==> config.mk <==
export PLATFORM = sky130hd
export DESIGN_NAME = wdg_twostage
export DESIGN_NICKNAME = d
export VERILOG_FILES = /design/src/rtl/wdg_pkg.sv /design/src/rtl/wdg_regs.sv /design/src/rtl/wdg_core.sv /design/src/rtl/wdg_rdmux.sv /design/src/rtl/wdg_twostage.sv
export SDC_FILE = /design/constraint.sdc
export NUM_CORES = 1
export LEC_CHECK = 0
export BUFFER_PORTS_ARGS = -buffer_cell sky130_fd_sc_hd__buf_2
export CAP_MARGIN = 20
export CORE_MARGIN = 3
export CORE_UTILIZATION = 35
export DETAILED_ROUTE_END_ITERATION = 7
export GPL_ROUTABILITY_DRIVEN = 0
export PLACE_DENSITY = 0.59
export RECOVER_POWER = 25
export SLEW_MARGIN = 5
export SYNTH_ARGS = -nofsm -noshare
export SYNTH_HDL_FRONTEND = slang
export SYNTH_SLANG_ARGS = --single-unit
==> constraint.sdc <==
create_clock -name clk -period 3.2 [get_ports clk]
set_clock_uncertainty 0.15 [all_clocks]
set_input_delay 0.48 -clock clk [delete_from_list [all_inputs] [get_ports clk]]
set_output_delay 0.48 -clock clk [all_outputs]
set_load 0.01 [all_outputs]
==> src/rtl/wdg_pkg.sv <==
package wdg_pkg;

   // Byte offsets of the register map
   localparam int unsigned OFS_LOAD  = 32'h000;
   localparam int unsigned OFS_COUNT = 32'h004;
   localparam int unsigned OFS_CTRL  = 32'h008;
   localparam int unsigned OFS_ACK   = 32'h00C;
   localparam int unsigned OFS_RAW   = 32'h010;
   localparam int unsigned OFS_MSK   = 32'h014;
   localparam int unsigned OFS_GUARD = 32'hC00;

   // Control word: bit 0 counter/interrupt enable, bit 1 reset enable
   typedef struct packed {
      logic rst_en;
      logic cnt_en;
   } wdg_ctrl_t;

endpackage

==> src/rtl/wdg_regs.sv <==
module wdg_regs
   import wdg_pkg::*;
#(
   parameter int unsigned DATA_W = 32,
   parameter int unsigned CNT_W  = 32,
   parameter int unsigned ADDR_W = 12,
   parameter logic [DATA_W-1:0] KEY = 'h1ACCE551
) (
   input  logic              clk,
   input  logic              rst_n,
   input  logic              bus_req,
   input  logic              bus_wr,
   input  logic [ADDR_W-1:0] bus_addr,
   input  logic [DATA_W-1:0] bus_wdata,
   output logic [CNT_W-1:0]  load_q,
   output wdg_ctrl_t         ctrl_q,
   output logic              locked_q,
   output logic              reload_o,
   output logic [CNT_W-1:0]  reload_val_o,
   output logic              ack_o
);

   localparam logic [ADDR_W-1:0] A_LOAD  = ADDR_W'(OFS_LOAD);
   localparam logic [ADDR_W-1:0] A_CTRL  = ADDR_W'(OFS_CTRL);
   localparam logic [ADDR_W-1:0] A_ACK   = ADDR_W'(OFS_ACK);
   localparam logic [ADDR_W-1:0] A_GUARD = ADDR_W'(OFS_GUARD);
   localparam logic [CNT_W-1:0]  LOAD_INIT = '1;

   logic wr_any;
   logic wr_ok;
   logic hit_load;
   logic hit_ctrl;
   logic hit_ack;
   logic hit_guard;

   always_comb begin
      wr_any    = bus_req & bus_wr;
      wr_ok     = wr_any & ~locked_q;
      hit_load  = wr_ok  && (bus_addr == A_LOAD);
      hit_ctrl  = wr_ok  && (bus_addr == A_CTRL);
      hit_ack   = wr_ok  && (bus_addr == A_ACK);
      hit_guard = wr_any && (bus_addr == A_GUARD);
   end

   always_ff @(posedge clk or negedge rst_n) begin
      if (!rst_n) begin
         load_q   <= LOAD_INIT;
         ctrl_q   <= '0;
         locked_q <= 1'b0;
      end else begin
         if (hit_load)
            load_q <= bus_wdata[CNT_W-1:0];
         if (hit_ctrl)
            ctrl_q <= wdg_ctrl_t'(bus_wdata[1:0]);
         if (hit_guard)
            locked_q <= (bus_wdata != KEY);
      end
   end

   // A load write restarts the count with the value being written
   always_comb begin
      reload_o     = hit_load | hit_ack;
      reload_val_o = hit_load ? bus_wdata[CNT_W-1:0] : load_q;
      ack_o        = hit_ack;
   end

   p_locked_ignore_r10: assert property (@(posedge clk) disable iff (!rst_n)
      (locked_q && bus_req && bus_wr && bus_addr != A_GUARD)
      |=> ($stable(load_q) && $stable(ctrl_q)));

   p_key_opens_r10: assert property (@(posedge clk) disable iff (!rst_n)
      (bus_req && bus_wr && bus_addr == A_GUARD && bus_wdata == KEY)
      |=> !locked_q);

   p_badkey_closes_r10: assert property (@(posedge clk) disable iff (!rst_n)
      (bus_req && bus_wr && bus_addr == A_GUARD && bus_wdata != KEY)
      |=> locked_q);

endmodule

==> src/rtl/wdg_core.sv <==
module wdg_core #(
   parameter int unsigned CNT_W = 32
) (
   input  logic             clk,
   input  logic             rst_n,
   input  logic             tick,
   input  logic             cnt_en,
   input  logic             rst_en,
   input  logic [CNT_W-1:0] load,
   input  logic             reload,
   input  logic [CNT_W-1:0] reload_val,
   input  logic             ack,
   output logic [CNT_W-1:0] count_q,
   output logic             irq_raw_q,
   output logic             wd_rst_q
);

   localparam logic [CNT_W-1:0] CNT_INIT = '1;

   logic step;
   logic at_zero;
   logic expire;

   always_comb begin
      step    = cnt_en & tick & ~reload;
      at_zero = (count_q == '0);
      expire  = step & at_zero;
   end

   always_ff @(posedge clk or negedge rst_n) begin
      if (!rst_n) begin
         count_q <= CNT_INIT;
      end else if (reload) begin
         count_q <= reload_val;
      end else if (step) begin
         count_q <= at_zero ? load : count_q - 1'b1;
      end
   end

   always_ff @(posedge clk or negedge rst_n) begin
      if (!rst_n) begin
         irq_raw_q <= 1'b0;
      end else if (ack) begin
         irq_raw_q <= 1'b0;
      end else if (expire) begin
         irq_raw_q <= 1'b1;
      end
   end

   // Second expiry with the interrupt still pending escalates to reset
   always_ff @(posedge clk or negedge rst_n) begin
      if (!rst_n) begin
         wd_rst_q <= 1'b0;
      end else if (expire && irq_raw_q && rst_en) begin
         wd_rst_q <= 1'b1;
      end
   end

   p_count_step_r3: assert property (@(posedge clk) disable iff (!rst_n)
      (cnt_en && tick && !reload && count_q != '0)
      |=> (count_q == $past(count_q) - 1'b1));

   p_count_hold_r3: assert property (@(posedge clk) disable iff (!rst_n)
      (!reload && !(cnt_en && tick)) |=> $stable(count_q));

   p_first_expiry_r4: assert property (@(posedge clk) disable iff (!rst_n)
      (cnt_en && tick && !reload && !ack && count_q == '0 && !irq_raw_q)
      |=> (irq_raw_q && count_q == $past(load)));

   p_rst_cause_r5: assert property (@(posedge clk) disable iff (!rst_n)
      $rose(wd_rst_q) |-> $past(irq_raw_q && rst_en && cnt_en));

   p_rst_sticky_r6: assert property (@(posedge clk) disable iff (!rst_n)
      wd_rst_q |=> wd_rst_q);

   p_ack_clears_r8: assert property (@(posedge clk) disable iff (!rst_n)
      ack |=> !irq_raw_q);

   p_reload_value_r9: assert property (@(posedge clk) disable iff (!rst_n)
      reload |=> (count_q == $past(reload_val)));

endmodule

==> src/rtl/wdg_rdmux.sv <==
module wdg_rdmux
   import wdg_pkg::*;
#(
   parameter int unsigned DATA_W = 32,
   parameter int unsigned CNT_W  = 32,
   parameter int unsigned ADDR_W = 12
) (
   input  logic [ADDR_W-1:0] bus_addr,
   input  logic [CNT_W-1:0]  load,
   input  logic [CNT_W-1:0]  count,
   input  wdg_ctrl_t         ctrl,
   input  logic              irq_raw,
   input  logic              locked,
   output logic [DATA_W-1:0] bus_rdata
);

   localparam logic [ADDR_W-1:0] A_LOAD  = ADDR_W'(OFS_LOAD);
   localparam logic [ADDR_W-1:0] A_COUNT = ADDR_W'(OFS_COUNT);
   localparam logic [ADDR_W-1:0] A_CTRL  = ADDR_W'(OFS_CTRL);
   localparam logic [ADDR_W-1:0] A_RAW   = ADDR_W'(OFS_RAW);
   localparam logic [ADDR_W-1:0] A_MSK   = ADDR_W'(OFS_MSK);
   localparam logic [ADDR_W-1:0] A_GUARD = ADDR_W'(OFS_GUARD);

   logic [DATA_W-1:0] load_ext;
   logic [DATA_W-1:0] count_ext;

   generate
      if (CNT_W < DATA_W) begin : g_pad
         assign load_ext  = {{(DATA_W-CNT_W){1'b0}}, load};
         assign count_ext = {{(DATA_W-CNT_W){1'b0}}, count};
      end else begin : g_full
         assign load_ext  = load;
         assign count_ext = count;
      end
   endgenerate

   always_comb begin
      bus_rdata = '0;
      unique case (bus_addr)
         A_LOAD:  bus_rdata = load_ext;
         A_COUNT: bus_rdata = count_ext;
         A_CTRL:  bus_rdata[1:0] = ctrl;
         A_RAW:   bus_rdata[0] = irq_raw;
         A_MSK:   bus_rdata[0] = irq_raw & ctrl.cnt_en;
         A_GUARD: bus_rdata[0] = locked;
         default: bus_rdata = '0;
      endcase
   end

endmodule

==> src/rtl/wdg_twostage.sv <==
module wdg_twostage
   import wdg_pkg::*;
#(
   parameter int unsigned DATA_W = 32,
   parameter int unsigned CNT_W  = 32,
   parameter int unsigned ADDR_W = 12,
   parameter logic [DATA_W-1:0] KEY = 'h1ACCE551
) (
   input  logic              clk,
   input  logic              rst_n,
   input  logic              tick,
   input  logic              bus_req,
   input  logic              bus_wr,
   input  logic [ADDR_W-1:0] bus_addr,
   input  logic [DATA_W-1:0] bus_wdata,
   output logic [DATA_W-1:0] bus_rdata,
   output logic              irq,
   output logic              wd_rst
);

   generate
      if (CNT_W < 2 || CNT_W > DATA_W) begin : g_bad_cnt
         $error("wdg_twostage: CNT_W must lie in 2..DATA_W");
      end
      if (ADDR_W < 12) begin : g_bad_addr
         $error("wdg_twostage: ADDR_W must reach the guard register");
      end
      if (DATA_W < 8) begin : g_bad_data
         $error("wdg_twostage: DATA_W too narrow");
      end
   endgenerate

   logic [CNT_W-1:0] load_q;
   wdg_ctrl_t        ctrl_q;
   logic             locked_q;
   logic             reload;
   logic [CNT_W-1:0] reload_val;
   logic             ack;
   logic [CNT_W-1:0] count_q;
   logic             irq_raw_q;

   wdg_regs #(
      .DATA_W (DATA_W),
      .CNT_W  (CNT_W),
      .ADDR_W (ADDR_W),
      .KEY    (KEY)
   ) i_regs (
      .clk          (clk),
      .rst_n        (rst_n),
      .bus_req      (bus_req),
      .bus_wr       (bus_wr),
      .bus_addr     (bus_addr),
      .bus_wdata    (bus_wdata),
      .load_q       (load_q),
      .ctrl_q       (ctrl_q),
      .locked_q     (locked_q),
      .reload_o     (reload),
      .reload_val_o (reload_val),
      .ack_o        (ack)
   );

   wdg_core #(
      .CNT_W (CNT_W)
   ) i_core (
      .clk        (clk),
      .rst_n      (rst_n),
      .tick       (tick),
      .cnt_en     (ctrl_q.cnt_en),
      .rst_en     (ctrl_q.rst_en),
      .load       (load_q),
      .reload     (reload),
      .reload_val (reload_val),
      .ack        (ack),
      .count_q    (count_q),
      .irq_raw_q  (irq_raw_q),
      .wd_rst_q   (wd_rst)
   );

   wdg_rdmux #(
      .DATA_W (DATA_W),
      .CNT_W  (CNT_W),
      .ADDR_W (ADDR_W)
   ) i_rdmux (
      .bus_addr  (bus_addr),
      .load      (load_q),
      .count     (count_q),
      .ctrl      (ctrl_q),
      .irq_raw   (irq_raw_q),
      .locked    (locked_q),
      .bus_rdata (bus_rdata)
   );

   assign irq = irq_raw_q & ctrl_q.cnt_en;

   p_irq_gated_r7: assert property (@(posedge clk) disable iff (!rst_n)
      irq |-> (ctrl_q.cnt_en && irq_raw_q));

endmodule

# Word level (Yosys, flattened, before mapping)
# Cells that the tools add are included.
[totals]
out_inout_bits = 34
latch_bits = 0
memories = 0
ramBits = 0
wordCells = 43
in_bits = 49
mem_bits_ro = 0
regBits = 69
[op_classes]
add_sub_neg = 1
n_eq_ne = 7
multipliers = 0
n_shift = 0
bitwise = 9
reduce_logical = 10
n_lt_le_gt_ge = 0
mux = 9
div = 0
[op_table]
columns = ["op", "count"]
rows = [
  ["two-way mux 32 bit", 4],
  ["one-hot mux 30 bit (2 select lines)", 1],
  ["logical NOT 32 bit", 1],
  ["!= test 32 x 29 -> 1 bit (second input constant)", 1],
  ["subtractor 32 x 1 -> 32 bit (second input constant)", 1],
  ["== test 12 x 4 -> 1 bit (second input constant)", 2],
  ["== test 12 x 5 -> 1 bit (second input constant)", 2],
  ["== test 12 bit (second input constant)", 1],
  ["== test 12 x 3 -> 1 bit (second input constant)", 1],
  ["logical NOT 12 bit", 1],
  ["bitwise AND 1 bit", 6],
  ["logical AND 1 bit", 6],
  ["one-hot mux 1 bit (6 select lines)", 1],
  ["nonzero test 2 bit", 2],
  ["one-hot mux 1 bit (3 select lines)", 1],
  ["two-way mux 1 bit", 2],
  ["NOT 1 bit", 2],
  ["OR 1 bit", 1],
]

# Depth between registers and ports, before layout
[logic_depth]
depth_word = 9
ltp_mapped = 9
depth_no_buf = 8

# Hierarchy
# Synthesis repeated with hierarchy kept, for this count alone.
[unflattened]
hier_cells = 508
area_unflattened_um2 = 4824.6
[by_module_without_submodules]
columns = ["module", "n_inst", "seq_area_each_um2", "cells_each", "area_per_inst_um2"]
rows = [
  ["wdg_core", 1, 890.9, 318, 2519.9],
  ["wdg_regs", 1, 915.9, 100, 1700.4],
  ["wdg_rdmux", 1, 0.0, 89, 598.1],
  ["wdg_twostage", 1, 0.0, 1, 6.3],
]

# Worst setup path after synthesis
# Ideal clock, no wire load.
[synth_path]
kind = "input -> output"
startpoint = "in bus_addr[1]"
endpoint = "out bus_rdata[10]"
arrival_ns = 2.588
path_buffers = 2
stages = 6
setup_slack_ns = -0.018
required_ns = 2.570
path_cell_list = "or4_1 > or3_1 > nor3_1 > clkbuf_1 > clkbuf_1 > a22o_1"
[synth_via]
elab_chain_cells = 2
word_cells_on_any_way = 3
cone_classes = "eq/ne: 1; mux: 1; reduce/logical: 1"
[synth_rtl]
columns = ["element", "line", "text"]
rows = [
  ["from (decl)", "wdg_twostage.sv:14", "input logic [ADDR_W-1:0] bus_addr,"],
  ["== test 12 x 3 -> 1 bit / logical NOT 12 bit (equally long branches)", "wdg_rdmux.sv:39", "unique case (bus_addr)"],
  ["one-hot mux 30 bit (2 select lines) (*)", "wdg_rdmux.sv:39", ""],
  ["to (decl)", "wdg_twostage.sv:16", "output logic [DATA_W-1:0] bus_rdata,"],
]
# Mark *: on every way between the ends. The rest lies on a longest branch, timed or not.

# Final worst setup path
[layout_path]
startpoint = "in bus_addr[1]"
endpoint = "out bus_rdata[31]"
# Same word-level chain as after synthesis.

==> impl_metrics.csv <==
group,metric,value,unit
synth,syn_area_per_cell,9.155,sq um
floorplan,io_pins,83,
route,drtIter0Drc,310,
clock_tree,cts_hold_buf,0,
layout,final_common_cell,"buf_2",
power_and_ir_drop,total_leakage_power,2.430,nW
route,wire_per_inst,18.27,um
clock_tree,cts_tree,"done",
setup_path,arrival,2.46,ns
layout,n_fill_cell,1307,
clock_tree,clk_pin_slew_worst_paths,0.05,ns
setup_path,worstPathMaxFanout,31,
route,via_count,4410,
sta,period_minus_slack,3.091,ns
setup_path,required,2.57,ns
sta,rsz0062_at_grt,"false",
layout,multiInputGateArea,2721,sq um
floorplan,die_y,122.0,um
global_route,grt_max_degree,48,
synth,synth_nets,565,
setup_path,cp_common_cell,"buf_2",
layout,n_antenna_cell,0,
clock_tree,cts_max_level,3,
global_route,first_global_vias,4292,
synth,synth_edf_count,0,
layout,drive_gt1_share,38.19,%
clock_tree,clockBufferDepth,2,
setup_path,crit_type,"in2out",
power_and_ir_drop,power_density,335.6,nW/um^2
floorplan,die_x,122.0,um
placement,io_buffers,82,
layout,nets,643,
sta,hold_viol_final,0,
layout,area_growth,20.71,%
setup_path,start_kind,"input port",
synth,ys_types,50,
global_route,grt_pass1_wl,22950,um
route,drc,0,
clock_tree,root_buffer,"clkbuf_16",
global_route,grtUsageTotal,19.69,%
floorplan,rows,41,
run,maxCapViolations,1,
outcome,outcome,"complete, but fails checks",
synth,synth_ff_type,"dfstp_2",
worst_hold_path,hold_class,"in2reg",
clock_tree,clkLatencyLatePin,0.34,ns
sta,finalSetupTns,0,ns
setup_path,crit_chain,"buf_2 -> or4_1 -> or3_1 -> nor3_2 -> buf_12 -> a22o_1 -> buf_2",
route,drt-total-wl,14050,um
sta,fin_hold_ws,0.2548,ns
outcome,violations,"capacitance limit, slew limit",
sta,slew_viol_final,32,
sta,fin_crit_sh,96.58,%
route,via_per_inst,5.735,
sta,finalSetupViolCount,0,
floorplan,fp.coreArea,12880,sq um
clock_tree,clock-sinks,69,
synth,ys_warn_count,0,
synth,ys_ff_latch,69,
clock_tree,cts-buffers-inserted,9,
route,postRouteAntennaNets,0,
clock_tree,post_cts_resized,0,
floorplan,dieArea,14870,sq um
route,drtPass1Iterations,5,
setup_path,endpoint_kind,"output pin",
setup_path,crit_slowest_cell,"or4_1",
synth,synthArstFlopShare,100.0,%
floorplan,initial_core_util,36.55,%
global_route,overflow,0,
global_route,antenna_found_initial,0,
power_and_ir_drop,ir_drop,0.2615,mV
setup_path,critPathMaxStageDelay,0.55,ns
synth,yosysSeqAreaShare,38.39,%
sta,tightestPinTransition,1.826,ns
layout,layout_common_cells,"buf_2 (81), nand2_1 (66), dfstp_2 (64)",
sta,relSlewSlack,-21.72,%
synth,netlist_instances,514,
synth,synth_area,4706,sq um
sta,fmax,323.6,MHz
placement,hpwl,9668,um
layout,seq_area,1807,sq um
clock_tree,postCtsSetupRepairBufs,0,
-- worst max-delay path, delay by kind of cell --
| kind | cells | cell delay, ns |
|---|---|---|
| AOI/OAI and AO/OA | 1 | 0.22 |
| buffers and inverters | 3 | 0.46 |
| and+or+nand+nor | 3 | 1.26 |
-- cell families after synthesis --
group | count (synthesis) | share of synthesized area, %
AND/OR/NAND/NOR | 181 | 19.68
flip-flops | 69 | 38.39
multiplexers | 44 | 10.26
buffers and inverters | 44 | 4.041
XOR/XNOR | 27 | 5.025
adder cells (fa/ha/maj) | 2 | 0.5317
AO/OA/AOI/OAI | 147 | 22.07
-- worst paths after layout --
| check | cells past startpoint | end | slack (ns) | from |
|---|---|---|---|---|
| max | 7 | bus_rdata[31] | 0.11 | bus_addr[1] |
| min | 2 | i_regs.load_q[19] | 0.25 | bus_wdata[19] |
| max reg2reg | 7 | i_core.count_q[23] | 0.42 | i_core.count_q[18] |
| min reg2reg | 1 | i_core.wd_rst_q | 0.32 | i_core.wd_rst_q |
| max in group asynchronous | 2 | i_core.irq_raw_q | 0.61 | rst_n |
| min in group asynchronous | 1 | i_regs.locked_q | 0.49 | rst_n |
-- synthesized netlist by cell type (6+ instances only) --
master    instances  share of area, %
o21ai_0          22               2.3
buf_2             7              0.74
nand3_1          18               1.9
mux2_2           34               8.1
nor2_1           27               2.2
nor3_1           13               1.4
nand4_1           6              0.80
nor4_1           11               1.5
clkbuf_1         30               2.4
mux2i_1          10               2.1
a311o_1          24               5.1
dfstp_2          64                36
or3_1             6              0.80
or4_1             6              0.96
xor2_1           15               2.8
o221ai_1          7               1.3
a211oi_1          9               1.4
nand2_1          66               5.3
a22o_1           31               5.8
a21oi_1          42               4.5
xnor2_1          12               2.2
-- layout make-up --
type | instances | area share, %
Tap cell | 172 | 3.789
Multi-Input combinational cell | 401 | 47.91
Sequential cell | 69 | 31.81
Clock buffer | 15 | 4.890
Clock inverter | 1 | 0.08811
Timing Repair Buffer | 108 | 11.32
Inverter | 3 | 0.1982
-- flip-flops by register name, summed over array words and instances, names as in the netlist --
signal	flops
i_core.wd_rst_q	1
i_regs.load_q	32
i_core.count_q	32
i_regs.ctrl_q	2
i_core.irq_raw_q	1
i_regs.locked_q	1
-- routing by layer --
metal	track usage, %	vias to the layer above	share of wire [%]
li1	-	2096	-
met2	32.42	111	47
met1	26.46	2192	46
met5	0	-	0
met3	4.875	11	5.5
met4	3.922	0	1.1
-- power by group --
part / switching [mW] / internal [mW] / leakage, nW / total, mW
registers: 0.0000403 / 0.877 / 0.724 / 0.877
logic: 0.0490 / 0.0286 / 1.57 / 0.0776
clock network: 0.364 / 0.588 / 0.140 / 0.952
-- through the flow --
step / power [mW] / std cells / util [%] / area (sq um) / setup slack, ns
floorplan: 0.9008 / 514 / - / 4707 / 0.08949
global placement: 0.9702 / 753 / 42.02 / 5410 / 0.09499
detailed placement: 0.9715 / 753 / 42.02 / 5410 / 0.08361
CTS: 1.933 / 769 / 44.21 / 5693 / 0.06601
global route: 1.986 / 769 / 44.12 / 5680 / 0.01983
finish: 1.907 / 769 / 44.12 / 5680 / 0.1093
Power figures use the tool's default switching activity.
